File: config.mk
export PLATFORM = sky130hd
export DESIGN_NAME = vsync_lock_qual
export DESIGN_NICKNAME = d
export VERILOG_FILES = /design/src/rtl/vlq_pkg.sv /design/src/rtl/vlq_raw_mux.sv /design/src/rtl/vlq_run_counter.sv /design/src/rtl/vsync_lock_qual.sv
export SDC_FILE = /design/constraint.sdc
export NUM_CORES = 1
export LEC_CHECK = 0
export BUFFER_PORTS_ARGS = -buffer_cell sky130_fd_sc_hd__buf_2
export CAP_MARGIN = 20
export CORE_MARGIN = 2
export CORE_UTILIZATION = 40
export CTS_BUF_LIST = sky130_fd_sc_hd__clkbuf_2 sky130_fd_sc_hd__clkbuf_4 sky130_fd_sc_hd__clkbuf_8
export DETAILED_ROUTE_END_ITERATION = 8
export GPL_TIMING_DRIVEN = 0
export PLACE_DENSITY = 0.7
export SETUP_SLACK_MARGIN = 0.02
export SYNTH_ARGS = -nofsm -noshare
export SYNTH_HDL_FRONTEND = slang
export SYNTH_SLANG_ARGS = --single-unit
File: constraint.sdc
create_clock -name clk -period 3.2 [get_ports clk]
set_clock_uncertainty 0.1 [all_clocks]
set_input_delay 0.32 -clock clk [delete_from_list [all_inputs] [get_ports clk]]
set_output_delay 0.32 -clock clk [all_outputs]
set_load 0.02 [all_outputs]
File: src/rtl/vlq_pkg.sv
package vlq_pkg;

   localparam int unsigned LINES_MAX = 100000;

   typedef enum logic {
      ST_UNLOCKED = 1'b0,
      ST_LOCKED   = 1'b1
   } lock_st_e;

   function automatic int unsigned code_to_lines(input logic [2:0] code);
      int unsigned n;
      case (code)
         3'd0:    n = 1;
         3'd1:    n = 2;
         3'd2:    n = 5;
         3'd3:    n = 10;
         3'd4:    n = 100;
         3'd5:    n = 500;
         3'd6:    n = 1000;
         default: n = LINES_MAX;
      endcase
      return n;
   endfunction

endpackage

File: src/rtl/vlq_raw_mux.sv
module vlq_raw_mux #(
   parameter bit HAS_SC = 1'b1
) (
   input  logic fast_lock,
   input  logic slow_lock,
   input  logic src_fast,
   input  logic sc_need,
   input  logic sc_lock,
   output logic raw_ok
);
   logic src_ok;

   always_comb src_ok = src_fast ? fast_lock : slow_lock;

   generate
      if (HAS_SC) begin : g_sc
         always_comb raw_ok = src_ok && (!sc_need || sc_lock);
      end else begin : g_nosc
         logic sc_unused;
         always_comb sc_unused = sc_need ^ sc_lock;
         always_comb raw_ok = src_ok;
      end
   endgenerate

   always_comb begin
      if (src_fast && !fast_lock) AST_FAST_GATES: assert (!raw_ok);
      if (!src_fast && !slow_lock) AST_SLOW_GATES: assert (!raw_ok);
   end
endmodule

File: src/rtl/vlq_run_counter.sv
module vlq_run_counter #(
   parameter int CNT_W = 17
) (
   input  logic             clk,
   input  logic             rst_n,
   input  logic             step,
   input  logic             hit,
   input  logic [CNT_W-1:0] target,
   output logic             done
);
   localparam int EXT_W = CNT_W + 1;

   logic [CNT_W-1:0] cnt_q;
   logic [EXT_W-1:0] nxt;

   always_comb begin
      nxt  = {1'b0, cnt_q} + EXT_W'(1);
      done = step && hit && (nxt >= {1'b0, target});
   end

   always_ff @(posedge clk) begin
      if (!rst_n) begin
         cnt_q <= '0;
      end else if (step) begin
         if (!hit || done) cnt_q <= '0;
         else              cnt_q <= nxt[CNT_W-1:0];
      end
   end

   AST_CNT_IDLE_HOLD: assert property (@(posedge clk) disable iff (!rst_n)
      !step |=> $stable(cnt_q));
   AST_CNT_BREAK_CLEARS: assert property (@(posedge clk) disable iff (!rst_n)
      (step && !hit) |=> (cnt_q == '0));
endmodule

File: src/rtl/vsync_lock_qual.sv
module vsync_lock_qual #(
   parameter int CNT_W  = 17,
   parameter bit HAS_SC = 1'b1
) (
   input  logic       clk,
   input  logic       rst_n,
   input  logic       line_stb,
   input  logic       fast_lock,
   input  logic       slow_lock,
   input  logic       src_fast,
   input  logic       sc_need,
   input  logic       sc_lock,
   input  logic [2:0] enter_code,
   input  logic [2:0] exit_code,
   output logic [1:0] lock_status
);
   import vlq_pkg::*;

   localparam int MIN_W = $clog2(LINES_MAX + 1);

   generate
      if (CNT_W < MIN_W) begin : g_width_check
         $error("CNT_W too small for the longest run");
      end
   endgenerate

   lock_st_e         st_q;
   logic             raw_ok;
   logic             raw_q;
   logic             hit;
   logic             done;
   logic [CNT_W-1:0] target;

   vlq_raw_mux #(.HAS_SC(HAS_SC)) u_mux (
      .fast_lock (fast_lock),
      .slow_lock (slow_lock),
      .src_fast  (src_fast),
      .sc_need   (sc_need),
      .sc_lock   (sc_lock),
      .raw_ok    (raw_ok)
   );

   always_comb begin
      if (st_q == ST_LOCKED) begin
         hit    = !raw_ok;
         target = CNT_W'(code_to_lines(exit_code));
      end else begin
         hit    = raw_ok;
         target = CNT_W'(code_to_lines(enter_code));
      end
   end

   vlq_run_counter #(.CNT_W(CNT_W)) u_run (
      .clk    (clk),
      .rst_n  (rst_n),
      .step   (line_stb),
      .hit    (hit),
      .target (target),
      .done   (done)
   );

   always_ff @(posedge clk) begin
      if (!rst_n) begin
         st_q  <= ST_UNLOCKED;
         raw_q <= 1'b0;
      end else if (line_stb) begin
         raw_q <= raw_ok;
         if (done) st_q <= (st_q == ST_LOCKED) ? ST_UNLOCKED : ST_LOCKED;
      end
   end

   always_comb lock_status = {raw_q, st_q == ST_LOCKED};

   AST_STATE_ON_LINE: assert property (@(posedge clk) disable iff (!rst_n)
      !line_stb |=> $stable(st_q));
   AST_ENTER_ON_GOOD: assert property (@(posedge clk) disable iff (!rst_n)
      (st_q == ST_UNLOCKED && !(line_stb && raw_ok)) |=> (st_q == ST_UNLOCKED));
   AST_EXIT_ON_BAD: assert property (@(posedge clk) disable iff (!rst_n)
      (st_q == ST_LOCKED && !(line_stb && !raw_ok)) |=> (st_q == ST_LOCKED));
   AST_RAW_HOLD: assert property (@(posedge clk) disable iff (!rst_n)
      !line_stb |=> $stable(raw_q));
   AST_RAW_CAPTURE: assert property (@(posedge clk) disable iff (!rst_n)
      line_stb |=> (raw_q == $past(raw_ok)));
endmodule

Yosys cells after proc, flatten, opt, wreduce, memory -nomap -nowiden --
Index checks and enable logic that the tools add are counted.
Word-level totals: register bits after elaboration 19
Operators by class: $add $sub $neg 1, $lt $le $gt $ge 1, equal/unequal tests 12, muxes and demuxes 7, reduce and logical (&&, ||, !) cells 11
Operator list (number):
- case mux 17 bit (7 select lines) | 2
- 2-to-1 mux 17 bit | 2
- adder 17 x 1 -> 18 bit, second input constant | 1
- == test 3 bit, second input constant | 6
- >= comparator 18 x 17 -> 1 bit | 1
- == test 3 x 2 -> 1 bit, second input constant | 4
- == test 3 x 1 -> 1 bit, second input constant | 2
- zero test 3 bit | 2
- logical AND 1 bit | 3
- zero test 1 bit | 3
- 2-to-1 mux 1 bit | 3
- logical OR 1 bit | 2
- AND reduction 2 bit | 1

Logic depth before layout (Yosys ltp) --
depth in word-level cells 9, mapped depth 14

Hierarchy --
Synthesis repeated with hierarchy kept, for this count alone.
Second synthesis, totals: cell total of the unflattened synthesis 219, area, all modules 1838.0 µm²
By module, submodules not included:
- vlq_run_counter | times used 1, cells an instance 164, area each 1436.4 µm²
- vsync_lock_qual | times used 1, cells an instance 52, area each 382.9 µm²
- vlq_raw_mux | times used 1, cells an instance 3, area each 18.8 µm²

Worst setup path after synthesis --
Ideal clock, no wire load.
path type register -> register, start register u_run.cnt_q[0], end register u_run.cnt_q[10], library setup time 0.061 ns, arrival time 3.198 ns, setup slack -0.159 ns, cell stages (with the launch flop) 15, buffers on the path 1, clock period less this slack 3.359 ns, path through dfxtp_1 ha_1 nand3_2 or4_4 nor2_1 nand3_1 xnor2_1 ha_1 o21a_1 o21ai_0 mux2i_1 a311oi_2 and3_1 buf_6 a32o_1
On the way: word-level cells in the longest chain between the ends 5
RTL lines:
- from (decl) | RTL line vlq_run_counter.sv:13 | logic [CNT_W-1:0] cnt_q;
- from (signal assigned) | RTL line vlq_run_counter.sv:26 | else cnt_q <= nxt[CNT_W-1:0];
- adder 17 x 1 -> 18 bit (*) | RTL line vlq_run_counter.sv:17 | nxt = {1'b0, cnt_q} + EXT_W'(1);
- >= comparator 18 x 17 -> 1 bit | RTL line vlq_run_counter.sv:18 | done = step && hit && (nxt >= {1'b0, target});
- logical AND 1 bit | RTL line vlq_run_counter.sv:18
- logical OR 1 bit | RTL line vlq_run_counter.sv:25 | if (!hit || done) cnt_q <= '0;
- 2-to-1 mux 17 bit (*) | RTL line vlq_run_counter.sv:25
Every way passes the cells marked *; elsewhere a longest branch is shown, timed or not. A chain may end at the register's enable or synchronous reset.

Final worst setup path --
start register u_run.cnt_q[1], end register u_run.cnt_q[12]
The elaborated chain is that of the path after synthesis.

==> impl_metrics.json <==
{
  "status": "finished, violations left",
  "violations": "negative setup slack",
  "path_delay_family": "simple AND/OR/NAND/NOR gates",
  "cts.sinks": 19,
  "r2r-start": "u_run.cnt_q[1]$_SDFFE_PN0P_",
  "syn_inst": 203,
  "antenna_found_initial": 0,
  "diodes": 0,
  "hold_ws_ns": 0.268,
  "fillCellCount": 390,
  "min_path_type": "input port to flip-flop",
  "num_vias": 1524,
  "nNetsFinal": 258,
  "drt_first_iter_violations": 63,
  "core_area_mm2": 0.00397,
  "place_hpwl_mm": 2.79,
  "worst_slack_ns": -0.0410,
  "yosysSeqAreaShare": 0.233,
  "grt-ovfl-total": 0,
  "period_share": 1.01,
  "ys_ff_latch": 19,
  "cp_max_fo": 9,
  "synth_edf_count": 0,
  "cp.arrival_ns": 3.30,
  "async_flop_share": 0,
  "reg2reg_depth": 15,
  "max_freq_ghz": 0.309,
  "place_area_mm2": 0.00178,
  "hp-start": "rst_n",
  "path_class": "flip-flop to flip-flop",
  "setup_viol": 4,
  "clk_latency_ns": 0.26,
  "holdPathEnd": "st_q$_SDFFE_PN0P_",
  "io_pins": 16,
  "critPathRequiredTime_ns": 3.26,
  "area_growth_pct": 23.7,
  "drv_slew": 0,
  "maxCapViolCount": 0,
  "hold_violations": 0,
  "cpMaxStageDelayCell": "or4_4",
  "die-area_mm2": 0.00460,
  "synth_area_per_cell_um2": 8.03,
  "clock-root-buffer": "clkbuf_8",
  "pre_cts_slack_ns": -0.437,
  "fin_area_mm2": 0.00202,
  "yosysWarnings": 0,
  "synthFlopType": "dfxtp_1",
  "grt_use_met1": 0.238,
  "p_leak_nw": 0.795,
  "grt_pass1_vias": 1438,
  "start_kind": "flip-flop",
  "final_cell_mix": "nand2_1, buf_4, dfxtp_1, ha_1",
  "drive_gt1_frac": 0.227,
  "slowest_delay_ns": 0.57,
  "powerDensity_mw_per_mm2": 256,
  "htreeDepth": 1,
  "path_clk_slew_ns": 0.08,
  "cts_tree": "done",
  "layoutNonFillerInstCount": 279,
  "hold_path_depth": 3,
  "syn-cell-area_mm2": 0.00163,
  "mostFrequentLayoutCell": "nand2_1",
  "die_y_um": 67.8,
  "drc_errors": 0,
  "initial_core_util": 0.411,
  "path_cells": "ha_4 > nand3_4 > or4_4 > nor2_4 > nand3_2 > xnor2_2 > ha_1 > o21a_4 > o21ai_1 > mux2i_1 > a311oi_2 > buf_4 > and3_1 > buf_6 > a221o_1",
  "rrSetupSlack_ns": -0.04,
  "grt_max_degree": 11,
  "ir_drop_uv": 179,
  "slew_headroom": 0.653,
  "cts_buffers": 3,
  "cts_buffer_depth": 2,
  "r2r-end": "u_run.cnt_q[12]$_SDFFE_PN0P_",
  "wl_mm": 3.85,
  "via_per_inst": 5.46,
  "num_rows": 23,
  "top_usage_layer": "met2",
  "synth_cell_types": 47,
  "worst_pin_slew_ns": 0.520,
  "grt_usage": 0.181,
  "rsz0062_at_grt": "yes",
  "min_period_ns": 3.24,
  "synth_nets": 231,
  "use_met2": 0.315,
  "setup.worst_path.end_class": "flip-flop",
  "fp.dieW_um": 67.8,
  "postRouteAntennaNets": 0,
  "gp_congestion": 0.848,
  "port_buffers": 8,
  "grtUsageMet3": 0.0148,
  "grt_pass1_wl_mm": 6.44,
  "firstDrtPassIters": 4,
  "wl_per_cell_um": 13.8,
  "dp.cells": 261,
  "path_buf_inv": 2
}
## state kept, by name (all words and copies together) (netlist names)
register     count
u_run.cnt_q     17
raw_q            1
st_q             1
## metal layers
layer  vias to the layer above  wire length [um]
li1                        796                 -
met1                       700              1880
met2                        24              1810
met3                         4               105
met4                         0                57
met5                         -                 0
## tightest hold or removal path: stages
cell and delay, ns:
buf_2 0.15, nand2_1 0.06, mux2i_1 0.06
## worst max path at each step
stage	endpoint	cells past startpoint	start	slack [ns]
after floorplan	u_run.cnt_q[12]$_SDFFE_PN0P_	14	u_run.cnt_q[0]$_SDFFE_PN0P_	0.03
after global placement	u_run.cnt_q[0]$_SDFFE_PN0P_	10	st_q$_SDFFE_PN0P_	-0.44
after detailed placement	u_run.cnt_q[0]$_SDFFE_PN0P_	10	st_q$_SDFFE_PN0P_	-0.44
after CTS	u_run.cnt_q[16]$_SDFFE_PN0P_	14	u_run.cnt_q[0]$_SDFFE_PN0P_	-0.06
after global routing	u_run.cnt_q[0]$_SDFFE_PN0P_	11	u_run.cnt_q[0]$_SDFFE_PN0P_	-0.18
final	u_run.cnt_q[12]$_SDFFE_PN0P_	15	u_run.cnt_q[1]$_SDFFE_PN0P_	-0.04
## Yosys cell counts, drive strengths merged, types with 2 or more instances
cell,n,area [um^2]
a211oi,2,20.0
a21oi,5,25.0
a31oi,5,31.3
a32o,8,80.1
and2,2,12.5
and3,2,12.5
and4,2,17.5
buf,4,30.0
clkbuf,13,48.8
dfxtp,19,380
ha,14,175
inv,3,11.3
mux2,2,22.5
mux2i,7,73.8
nand2,27,101
nand2b,3,18.8
nand3,8,45.0
nand4,5,31.3
nor2,13,48.8
nor2b,3,18.8
nor3,5,25.0
nor3b,2,15.0
nor4,2,12.5
o211ai,3,22.5
o21a,2,15.0
o21ai,8,40.0
o22ai,3,18.8
xnor2,9,78.8
xor2,9,78.8
## cell families (layout without fill, tap and decap cells)
logic type / count (synthesis) / after routing / synth area share
AO/OA/AOI/OAI: 44 / 44 / 0.202
XOR/XNOR: 18 / 18 / 0.0967
adder cells (fa/ha/maj): 14 / 14 / 0.107
buffers and inverters: 21 / 47 / 0.0576
flip-flops: 19 / 19 / 0.233
multiplexers: 9 / 9 / 0.0591
AND/OR/NAND/NOR: 78 / 78 / 0.244
## timing repair
| item | in CTS | in global routing |
|---|---|---|
| setup buffers | 9 | 8 |
| endpoints found under the setup margin | 18 | 18 |
| hold endpoints to repair | 0 | 0 |
| hold buffers | 0 | 0 |
| gates cloned | 0 | 0 |
| resized for setup | 9 | 9 |
| pin swaps | 16 | 9 |
## area by class of cell
cell class	instances	area, um^2	share of cell area
buffer	17	81.3	0.0403
clock buffer	4	48.8	0.0242
inverter	4	15.0	0.00744
multi-input combinational	163	1270	0.630
sequential	19	390	0.194
tap	50	62.6	0.0310
timing repair buffer	22	149	0.0738
## report_power, final
group | internal (W) | switching [W] | leakage, nW | total [W]
Combinational | 0.0000378 | 0.0000550 | 0.613 | 0.0000928
Sequential | 0.000237 | 0.00000157 | 0.156 | 0.000239
Clock | 0.0000973 | 0.0000879 | 0.0262 | 0.000185
## metrics by stage
step	utilization	power (W)	setup TNS, ns
after global routing	0.508	0.000540	-2.26
after floorplan	-	0.000307	0
final	0.508	0.000517	-0.0671
after global placement	0.448	0.000328	-4.85
after detailed placement	0.448	0.000329	-4.93
after CTS	0.483	0.000514	-0.538
(Power assumes the default switching activity.)
